### src/rtl/irqs_pkg.sv
package irqs_pkg;

  localparam int BYTE_W = 8;
  localparam int REG_W  = 2 * BYTE_W;

  // register offsets relative to the block base
  localparam int OFF_MASK_LO = 0;
  localparam int OFF_MASK_HI = 1;
  localparam int OFF_STAT_LO = 2;
  localparam int OFF_STAT_HI = 3;
  localparam int OFF_ACK_LO  = 4;
  localparam int OFF_ACK_HI  = 5;

  typedef enum logic [2:0] {
    RD_ZERO    = 3'd0,
    RD_MASK_LO = 3'd1,
    RD_MASK_HI = 3'd2,
    RD_STAT_LO = 3'd3,
    RD_STAT_HI = 3'd4
  } rdSel_t;

  typedef struct packed {
    logic   maskLoWr;
    logic   maskHiWr;
    logic   ackLoWr;
    logic   ackHiWr;
    rdSel_t rdSel;
  } regStrobe_t;

endpackage

### src/rtl/irqs_ctrl.sv
module irqs_ctrl
  import irqs_pkg::*;
#(
  parameter int ADDR_W    = 8,
  parameter int BASE_ADDR = 0
) (
  input  logic              clk,
  input  logic              rstN,
  input  logic [ADDR_W-1:0] busAddr,
  input  logic              busWrEn,
  output regStrobe_t        stb
);

  localparam logic [ADDR_W-1:0] A_MASK_LO = ADDR_W'(BASE_ADDR + OFF_MASK_LO);
  localparam logic [ADDR_W-1:0] A_MASK_HI = ADDR_W'(BASE_ADDR + OFF_MASK_HI);
  localparam logic [ADDR_W-1:0] A_STAT_LO = ADDR_W'(BASE_ADDR + OFF_STAT_LO);
  localparam logic [ADDR_W-1:0] A_STAT_HI = ADDR_W'(BASE_ADDR + OFF_STAT_HI);
  localparam logic [ADDR_W-1:0] A_ACK_LO  = ADDR_W'(BASE_ADDR + OFF_ACK_LO);
  localparam logic [ADDR_W-1:0] A_ACK_HI  = ADDR_W'(BASE_ADDR + OFF_ACK_HI);

  always_comb begin
    stb.maskLoWr = busWrEn && (busAddr == A_MASK_LO);
    stb.maskHiWr = busWrEn && (busAddr == A_MASK_HI);
    stb.ackLoWr  = busWrEn && (busAddr == A_ACK_LO);
    stb.ackHiWr  = busWrEn && (busAddr == A_ACK_HI);
    if (busAddr == A_MASK_LO)      stb.rdSel = RD_MASK_LO;
    else if (busAddr == A_MASK_HI) stb.rdSel = RD_MASK_HI;
    else if (busAddr == A_STAT_LO) stb.rdSel = RD_STAT_LO;
    else if (busAddr == A_STAT_HI) stb.rdSel = RD_STAT_HI;
    else                           stb.rdSel = RD_ZERO;
  end

  // at most one register is written per access
  p_one_strobe_r5: assert property (@(posedge clk) disable iff (!rstN)
    $onehot0({stb.maskLoWr, stb.maskHiWr, stb.ackLoWr, stb.ackHiWr}));

endmodule

### src/rtl/irqs_edge.sv
module irqs_edge #(
  parameter int STAGES = 2
) (
  input  logic clk,
  input  logic rstN,
  input  logic rawIn,
  output logic riseOut
);

  logic [STAGES-1:0] syncQ;
  logic              prevQ;

  always_ff @(posedge clk or negedge rstN) begin
    if (!rstN) begin
      syncQ <= '0;
      prevQ <= 1'b0;
    end else begin
      syncQ <= {syncQ[STAGES-2:0], rawIn};
      prevQ <= syncQ[STAGES-1];
    end
  end

  assign riseOut = syncQ[STAGES-1] & ~prevQ;

  // a rising edge yields a single-cycle event
  p_rise_single_r7: assert property (@(posedge clk) disable iff (!rstN)
    riseOut |=> !riseOut);

endmodule

### src/rtl/irqs_dpath.sv
module irqs_dpath
  import irqs_pkg::*;
#(
  parameter int NUM_SRC = 12
) (
  input  logic               clk,
  input  logic               rstN,
  input  regStrobe_t         stb,
  input  logic [BYTE_W-1:0]  busWrData,
  input  logic [NUM_SRC-1:0] setVec,
  output logic [BYTE_W-1:0]  busRdData,
  output logic               irqOut
);

  localparam logic [REG_W-1:0] MASK_RST =
    REG_W'({NUM_SRC{1'b1}});

  logic [NUM_SRC-1:0] statusQ;
  logic [REG_W-1:0]   maskQ;
  logic [REG_W-1:0]   ackVec;
  logic [REG_W-1:0]   statusWide;
  logic [REG_W-1:0]   setWide;

  generate
    if (NUM_SRC < REG_W) begin : g_pad
      assign statusWide = {{(REG_W-NUM_SRC){1'b0}}, statusQ};
      assign setWide    = {{(REG_W-NUM_SRC){1'b0}}, setVec};
    end else begin : g_full
      assign statusWide = statusQ;
      assign setWide    = setVec;
    end
  endgenerate

  always_comb begin
    ackVec = '0;
    if (stb.ackLoWr) ackVec[BYTE_W-1:0]     = busWrData;
    if (stb.ackHiWr) ackVec[REG_W-1:BYTE_W] = busWrData;
  end

  always_ff @(posedge clk or negedge rstN) begin
    if (!rstN) begin
      statusQ <= '0;
    end else begin
      statusQ <= (statusQ & ~ackVec[NUM_SRC-1:0]) | setVec;
    end
  end

  always_ff @(posedge clk or negedge rstN) begin
    if (!rstN) begin
      maskQ <= MASK_RST;
    end else begin
      if (stb.maskLoWr) maskQ[BYTE_W-1:0]     <= busWrData;
      if (stb.maskHiWr) maskQ[REG_W-1:BYTE_W] <= busWrData;
    end
  end

  assign irqOut = |(statusWide & ~maskQ);

  always_comb begin
    case (stb.rdSel)
      RD_MASK_LO: busRdData = maskQ[BYTE_W-1:0];
      RD_MASK_HI: busRdData = maskQ[REG_W-1:BYTE_W];
      RD_STAT_LO: busRdData = statusWide[BYTE_W-1:0];
      RD_STAT_HI: busRdData = statusWide[REG_W-1:BYTE_W];
      default:    busRdData = '0;
    endcase
  end

  // the line is never raised without a pending bit
  p_irq_pending_r1: assert property (@(posedge clk) disable iff (!rstN)
    irqOut |-> (statusWide != '0));

  // a low-half mask write leaves the high half alone
  p_mask_lo_keep_r3: assert property (@(posedge clk) disable iff (!rstN)
    (stb.maskLoWr && !stb.maskHiWr) |=> (maskQ[REG_W-1:BYTE_W] == $past(maskQ[REG_W-1:BYTE_W])));

  // a high-half mask write leaves the low half alone
  p_mask_hi_keep_r3: assert property (@(posedge clk) disable iff (!rstN)
    (stb.maskHiWr && !stb.maskLoWr) |=> (maskQ[BYTE_W-1:0] == $past(maskQ[BYTE_W-1:0])));

  // low acknowledge clears the selected bits when nothing sets them
  p_ack_lo_r4: assert property (@(posedge clk) disable iff (!rstN)
    (stb.ackLoWr && setWide[BYTE_W-1:0] == '0) |=>
      ((statusWide[BYTE_W-1:0] & $past(busWrData)) == '0));

  // high acknowledge clears the selected bits when nothing sets them
  p_ack_hi_r4: assert property (@(posedge clk) disable iff (!rstN)
    (stb.ackHiWr && setWide[REG_W-1:BYTE_W] == '0) |=>
      ((statusWide[REG_W-1:BYTE_W] & $past(busWrData)) == '0));

  // without an acknowledge, pending bits stay pending
  p_sticky_r6: assert property (@(posedge clk) disable iff (!rstN)
    !(stb.ackLoWr || stb.ackHiWr) |=> ((statusWide & $past(statusWide)) == $past(statusWide)));

  // every pulsed bit is set afterwards, acknowledge or not
  p_set_wins_r8: assert property (@(posedge clk) disable iff (!rstN)
    (setWide != '0) |=> ((statusWide & $past(setWide)) == $past(setWide)));

endmodule

### src/rtl/irq_status_agg.sv
module irq_status_agg
  import irqs_pkg::*;
#(
  parameter int ADDR_W      = 8,
  parameter int BASE_ADDR   = 0,
  parameter int NUM_SPARE   = 8,
  parameter int SYNC_STAGES = 2
) (
  input  logic                 clk,
  input  logic                 rstN,
  input  logic [ADDR_W-1:0]    busAddr,
  input  logic                 busWrEn,
  input  logic [BYTE_W-1:0]    busWrData,
  output logic [BYTE_W-1:0]    busRdData,
  input  logic                 tickSet,
  input  logic                 alarmSet,
  input  logic                 updErrSet,
  input  logic                 buttonIn,
  input  logic [NUM_SPARE-1:0] spareSet,
  output logic                 irqOut
);

  localparam int NUM_SRC = NUM_SPARE + 4;

  regStrobe_t         stb;
  logic               btnRise;
  logic [NUM_SRC-1:0] setVec;

  // order fixes the bit positions: spare, tick, alarm, error, button
  assign setVec = {btnRise, updErrSet, alarmSet, tickSet, spareSet};

  irqs_ctrl #(.ADDR_W(ADDR_W), .BASE_ADDR(BASE_ADDR)) u_ctrl (
    .clk     (clk),
    .rstN    (rstN),
    .busAddr (busAddr),
    .busWrEn (busWrEn),
    .stb     (stb)
  );

  irqs_edge #(.STAGES(SYNC_STAGES)) u_edge (
    .clk     (clk),
    .rstN    (rstN),
    .rawIn   (buttonIn),
    .riseOut (btnRise)
  );

  irqs_dpath #(.NUM_SRC(NUM_SRC)) u_dpath (
    .clk       (clk),
    .rstN      (rstN),
    .stb       (stb),
    .busWrData (busWrData),
    .setVec    (setVec),
    .busRdData (busRdData),
    .irqOut    (irqOut)
  );

endmodule

### config.mk
export PLATFORM = sky130hd
export DESIGN_NAME = irq_status_agg
export DESIGN_NICKNAME = d
export VERILOG_FILES = /design/src/rtl/irqs_pkg.sv /design/src/rtl/irqs_ctrl.sv /design/src/rtl/irqs_edge.sv /design/src/rtl/irqs_dpath.sv /design/src/rtl/irq_status_agg.sv
export SDC_FILE = /design/constraint.sdc
export NUM_CORES = 1
export LEC_CHECK = 0
export BUFFER_PORTS_ARGS = -buffer_cell sky130_fd_sc_hd__clkbuf_2
export CAP_MARGIN = 5
export CORE_ASPECT_RATIO = 0.6
export CORE_MARGIN = 8
export CORE_UTILIZATION = 35
export DETAILED_ROUTE_END_ITERATION = 8
export SKIP_CTS_REPAIR_TIMING = 1
export SLEW_MARGIN = 10
export SYNTH_ARGS = -nofsm -noshare
export SYNTH_HDL_FRONTEND = slang
export SYNTH_SLANG_ARGS = --single-unit
### constraint.sdc
create_clock -name clk -period 3.3 [get_ports clk]
set_clock_uncertainty 0.1 [all_clocks]
set_input_delay 0.33 -clock clk [delete_from_list [all_inputs] [get_ports clk]]
set_output_delay 0.33 -clock clk [all_outputs]
set_load 0.02 [all_outputs]
**Word-level counts from Yosys, hierarchy flattened**

Index checks and enable logic that the tools add are counted.

- Bits in registers: 31
- Bits in latches: 0
- RAM bits: 0
- ROM bits: 0
- Output and inout port bits: 9
- Word-level logic and storage cells: 34
- Memories kept: 0

- Add/subtract/negate cells: 0
- Multiply operators: 0
- Divide/modulo/power cells: 0
- Order comparisons: 0
- Equal/unequal tests: 9
- Shift operators: 0
- Multiplexer cells: 7
- Bitwise operators: 7
- Reduce and logical (&&, ||, !) cells: 6

Operators by type and width:

| operator | count |
|---|---|
| $pmux 8 s4 | 1 |
| $and 12x16->16 | 1 |
| $eq 8x2->1 const B | 2 |
| $eq 8x3->1 const B | 2 |
| $not 16->16 | 1 |
| $reduce_or 16->1 | 1 |
| $and 12x12->12 | 1 |
| $mux 3 | 4 |
| $not 12->12 | 1 |
| $or 12x12->12 | 1 |
| $eq 8x1->1 const B | 1 |
| $logic_not 8->1 | 1 |
| $mux 8 | 1 |
| $eq 3x2->1 const B | 2 |
| $logic_and 1x1->1 | 4 |
| $mux 4 | 1 |
| $eq 3x1->1 const B | 1 |
| $eq 3x3->1 const B | 1 |
| $and 1x1->1 | 1 |
| $not 1->1 | 1 |

**Depth between registers and ports, before layout**

- Word-level depth: 7
- Depth in mapped cells: 5

**Cells and area by module**

From an unflattened synthesis, not the netlist that was laid out.

- Cell total of the unflattened synthesis: 139
- Area total of the unflattened synthesis: 1585.3 µm²

Modules (own cells, without submodules):

| module | times used | cells an instance | area an instance (µm²) |
|---|---|---|---|
| irqs_dpath | 1 | 120 | 1376.3 |
| irqs_ctrl | 1 | 15 | 120.1 |
| irqs_edge | 1 | 4 | 88.8 |

**Least setup slack after synthesis**

Ideal clock, no wire load.

- Path kind: input to output
- Start: input port busAddr[1]
- End: output port busRdData[4]
- Data arrival time: 1239 ps
- Required time: 2870 ps
- Slack: 1631 ps
- Stages: 4
- Buffers on the path: 1
- Cells stage by stage: buf_2 mux2i_1 or2_2 a21oi_1

- Word-level cells in the longest chain between the ends: 7
- Elaborated cells on any way between the ends: 13

Ends and longest elaborated chain:

| what | line | text |
|---|---|---|
| from (decl) | irq_status_agg.sv:11 | `input logic [ADDR_W-1:0] busAddr,` |
| $eq 8x2->1 | irqs_ctrl.sv:29 | `else if (busAddr == A_STAT_HI) stb.rdSel = RD_STAT_HI;` |
| $mux 3 | irqs_ctrl.sv:29 |  |
| $mux 3 | irqs_ctrl.sv:28 | `else if (busAddr == A_STAT_LO) stb.rdSel = RD_STAT_LO;` |
| $mux 3 | irqs_ctrl.sv:27 | `else if (busAddr == A_MASK_HI) stb.rdSel = RD_MASK_HI;` |
| $mux 3 (*) | irqs_ctrl.sv:26 | `if (busAddr == A_MASK_LO) stb.rdSel = RD_MASK_LO;` |
| $eq 3x3->1 (tied with other cells) | irqs_dpath.sv:60 | `case (stb.rdSel)` |
| $pmux 8 s4 (*) | irqs_dpath.sv:60 |  |
| to (decl) | irq_status_agg.sv:14 | `output logic [BYTE_W-1:0] busRdData,` |

Mark *: on every way between the ends. The rest lies on a longest branch, timed or not.

**Worst setup path after layout**

- Start: register u_dpath.maskQ[5]
- End: output port irqOut

- Word-level cells in the longest chain between the ends: 3

Ends and longest elaborated chain:

| what | line | text |
|---|---|---|
| from (decl) | irqs_dpath.sv:19 | `logic [REG_W-1:0] maskQ;` |
| from (signal, indexed assignment) | irqs_dpath.sv:52 | `if (stb.maskLoWr) maskQ[BYTE_W-1:0] <= busWrData;` |
| from (signal, indexed assignment) | irqs_dpath.sv:53 | `if (stb.maskHiWr) maskQ[REG_W-1:BYTE_W] <= busWrData;` |
| $not 16->16 | irqs_dpath.sv:57 | `assign irqOut = \|(statusWide & ~maskQ);` |
| $and 12x16->16 | irqs_dpath.sv:57 |  |
| $reduce_or 16->1 | irqs_dpath.sv:57 |  |
| to (decl) | irq_status_agg.sv:20 | `output logic irqOut` |

Every way passes these cells.

==> qor.csv <==
metric;value;unit
worstPathArrival;1.75;ns
reg2reg_depth;3;
yosysWarnings;0;
port_buffers;39;
path_delay_family;compound AO/OA/AOI/OAI gates;
ys_seq_area_share;49.4;%
tns;0;ns
totalWireLength;3990;um
path_cells;inv_1, a2111oi_0, nand3_1, clkbuf_2;
post_drt_wl_per_cell;16.4;um
cts_tree;yes;
status;complete, no violations;
slew_headroom;48.0;%
fin_hold_ws;0.0169;ns
p_per_area;398;nW/um2
hold_violations;0;
reg2reg_from;u_edge.syncQ[1];
crit_type;flip-flop to primary output;
antennaDiodeCount;0;
overflow;0;
fmax;458;MHz
layout_min_cycle_time;2.18;ns
final_util;42.8;%
viasPerCell;4.96;
grt_pass1_vias;1342;
p_leak;0.808;nW
synthesis.area;1600;um2
globalRouteMet1Util;15.8;%
synth_fp_nets;170;
dpl.hpwl;3040;um
syn_to_final_growth;20.3;%
finalCritPeriodShare;66.2;%
ios;40;
use_met3;5.08;%
via_count;1211;
cp_num_cells;4;
setup.worst_path.end;irqOut;
drt-initial-drc-count;33;
final_max_slew_viol_count;0;
clkTransAtPathRegs;0.06;ns
dr.pass1.iters;5;
synth.area.mux_share;19.4;%
synthArstFlopShare;100;%
nNetsFinal;211;
drive_above_1_share;48.1;%
startpoint;u_dpath.maskQ[5];
ant_nets;0;
grt.total_usage;12.4;%
clock_latency;0.28;ns
critical_path_buf_inv_count;2;
clock-sinks;31;
synth_area_per_cell;11.5;um2
cp_max_fo;3;
synth-edff-count;0;
synth_flop_cell;dfrtp_1;
cts_made_buffers;5;
final_cell_area;1920;um2
coreArea;4490;um2
nFillCells;432;
yosysUniqueCellTypes;23;
synth_cells;139;
die_w;103;um
grt_max_degree;32;
startpoint_type;flip-flop;
synth-compound-area-share;7.35;%
placed_area;1840;um2
irDropWorstVdd;0.141;mV
grt_pass1_wl;6540;um
h-tree-depth;2;
rows;19;
remaining_drc_errors;0;
start_util;35.6;%
holdCritPathClass;primary input to async pin;
grt_busiest_layer;met2;
multi_input_area;756;um2
synth_top_family_by_area;simple AND/OR/NAND/NOR gates;
tightest_slew;0.781;ns
setup_viol;0;
cp.required;2.87;ns
cts_root_buf;clkbuf_8;
clock_path_buffers;2;
gp_congestion;0.775;
regToRegSetupSlack;2.37;ns
die-area;7060;um2
critPathMaxStageDelay;0.56;ns
worst_r2r_endpoint;u_dpath.statusQ[11];
synth_seq_cells;31;
regArea;791;um2
synthAdderAreaFrac;0;%
synthXorXnorAreaFrac;0;%
crit_path_end_kind;primary output;
synth-simple-area-share;20.5;%
rsz0062_at_grt;no;
met2_usage;18.6;%
cap_violations;0;
die_y;68.4;um
slowest_stage;a2111oi_0;
antenna_found_initial;0;
==> routing by layer <==
layer / share of wire [%] / routed length [um]
met3: 9.4 / 375
met4: 1.2 / 46
met5: 0 / 0
met2: 41 / 1660
met1: 48 / 1910
==> logic make-up (layout without fill, tap and decap cells) <==
family	Yosys count	in the layout
AOI/OAI and AO/OA	19	19
buffers and inverters	11	53
DFF	31	31
muxes	24	24
and+or+nand+nor	54	54
==> cell usage in the layout (no fill, tap or decap), types with 2 or more instances in the layout <==
master,n
clkbuf_2,39
dfrtp_1,19
mux2_2,16
nor2_1,14
a21oi_1,13
nor2b_1,12
dfstp_2,12
nor3b_1,8
inv_1,6
nand2_1,6
clkbuf_8,5
mux2i_1,4
or2_2,4
mux4_2,4
and3_2,4
a41oi_1,3
a2111oi_0,3
clkbuf_1,2
==> metrics by stage <==
step           total power (W)  std cells  setup slack (ns)
2_1_floorplan         0.000447        139              1.63
3_3_place_gp          0.000485        236              1.18
3_5_place_dp          0.000490        236              1.16
4_1_cts               0.000777        244              1.11
5_1_grt               0.000801        244              1.01
6_report              0.000767        244              1.12
==> area by class of cell <==
| cell class | count | area share [%] |
|---|---|---|
| clock buffers | 7 | 3.97 |
| clock inverters | 1 | 0.260 |
| inverters | 6 | 1.17 |
| multi-input cells | 97 | 39.3 |
| flip-flops and latches | 31 | 41.1 |
| well taps | 63 | 4.10 |
| repair buffers | 39 | 10.1 |
==> sequential cells by signal, summed over array words and instances (netlist names) <==
name / flops
u_dpath.maskQ: 16
u_dpath.statusQ: 12
u_edge.prevQ: 1
u_edge.syncQ: 2
==> where the power goes <==
group          switching (W)  internal (W)  total (W)  leakage (nW)
sequential        0.00000740      0.000397   0.000405         0.319
combinational      0.0000407     0.0000364  0.0000771         0.446
clock               0.000137      0.000148   0.000285        0.0422
total               0.000185      0.000582   0.000767         0.808
==> worst min-delay path by stage <==
stage                          from                 to  slack, ns  cells after the start
global route               buttonIn    u_edge.syncQ[0]       0.05                      1
CTS                            rstN  u_dpath.maskQ[15]       0.04                      1
floorplan                      rstN  u_dpath.maskQ[12]      -0.07                      0
finish                         rstN  u_dpath.maskQ[15]       0.02                      1
detailed placement  u_edge.syncQ[0]    u_edge.syncQ[1]       0.23                      0
global placement    u_edge.syncQ[0]    u_edge.syncQ[1]       0.23                      0
==> synthesized netlist by cell type (all sizes together) (3+ instances only) <==
library cell / count / share of area [%]
dfrtp: 19 / 30
mux2: 16 / 11
nor2: 14 / 3.3
a21oi: 13 / 4.1
dfstp: 12 / 20
nor2b: 12 / 4.7
nor3b: 8 / 3.8
inv: 6 / 1.4
nand2: 6 / 1.4
buf: 5 / 2.0
and3: 4 / 1.9
mux2i: 4 / 2.5
mux4: 4 / 5.6
or2: 4 / 1.6
a2111oi: 3 / 1.6
a41oi: 3 / 1.6
Power figures use the tool's default switching activity.
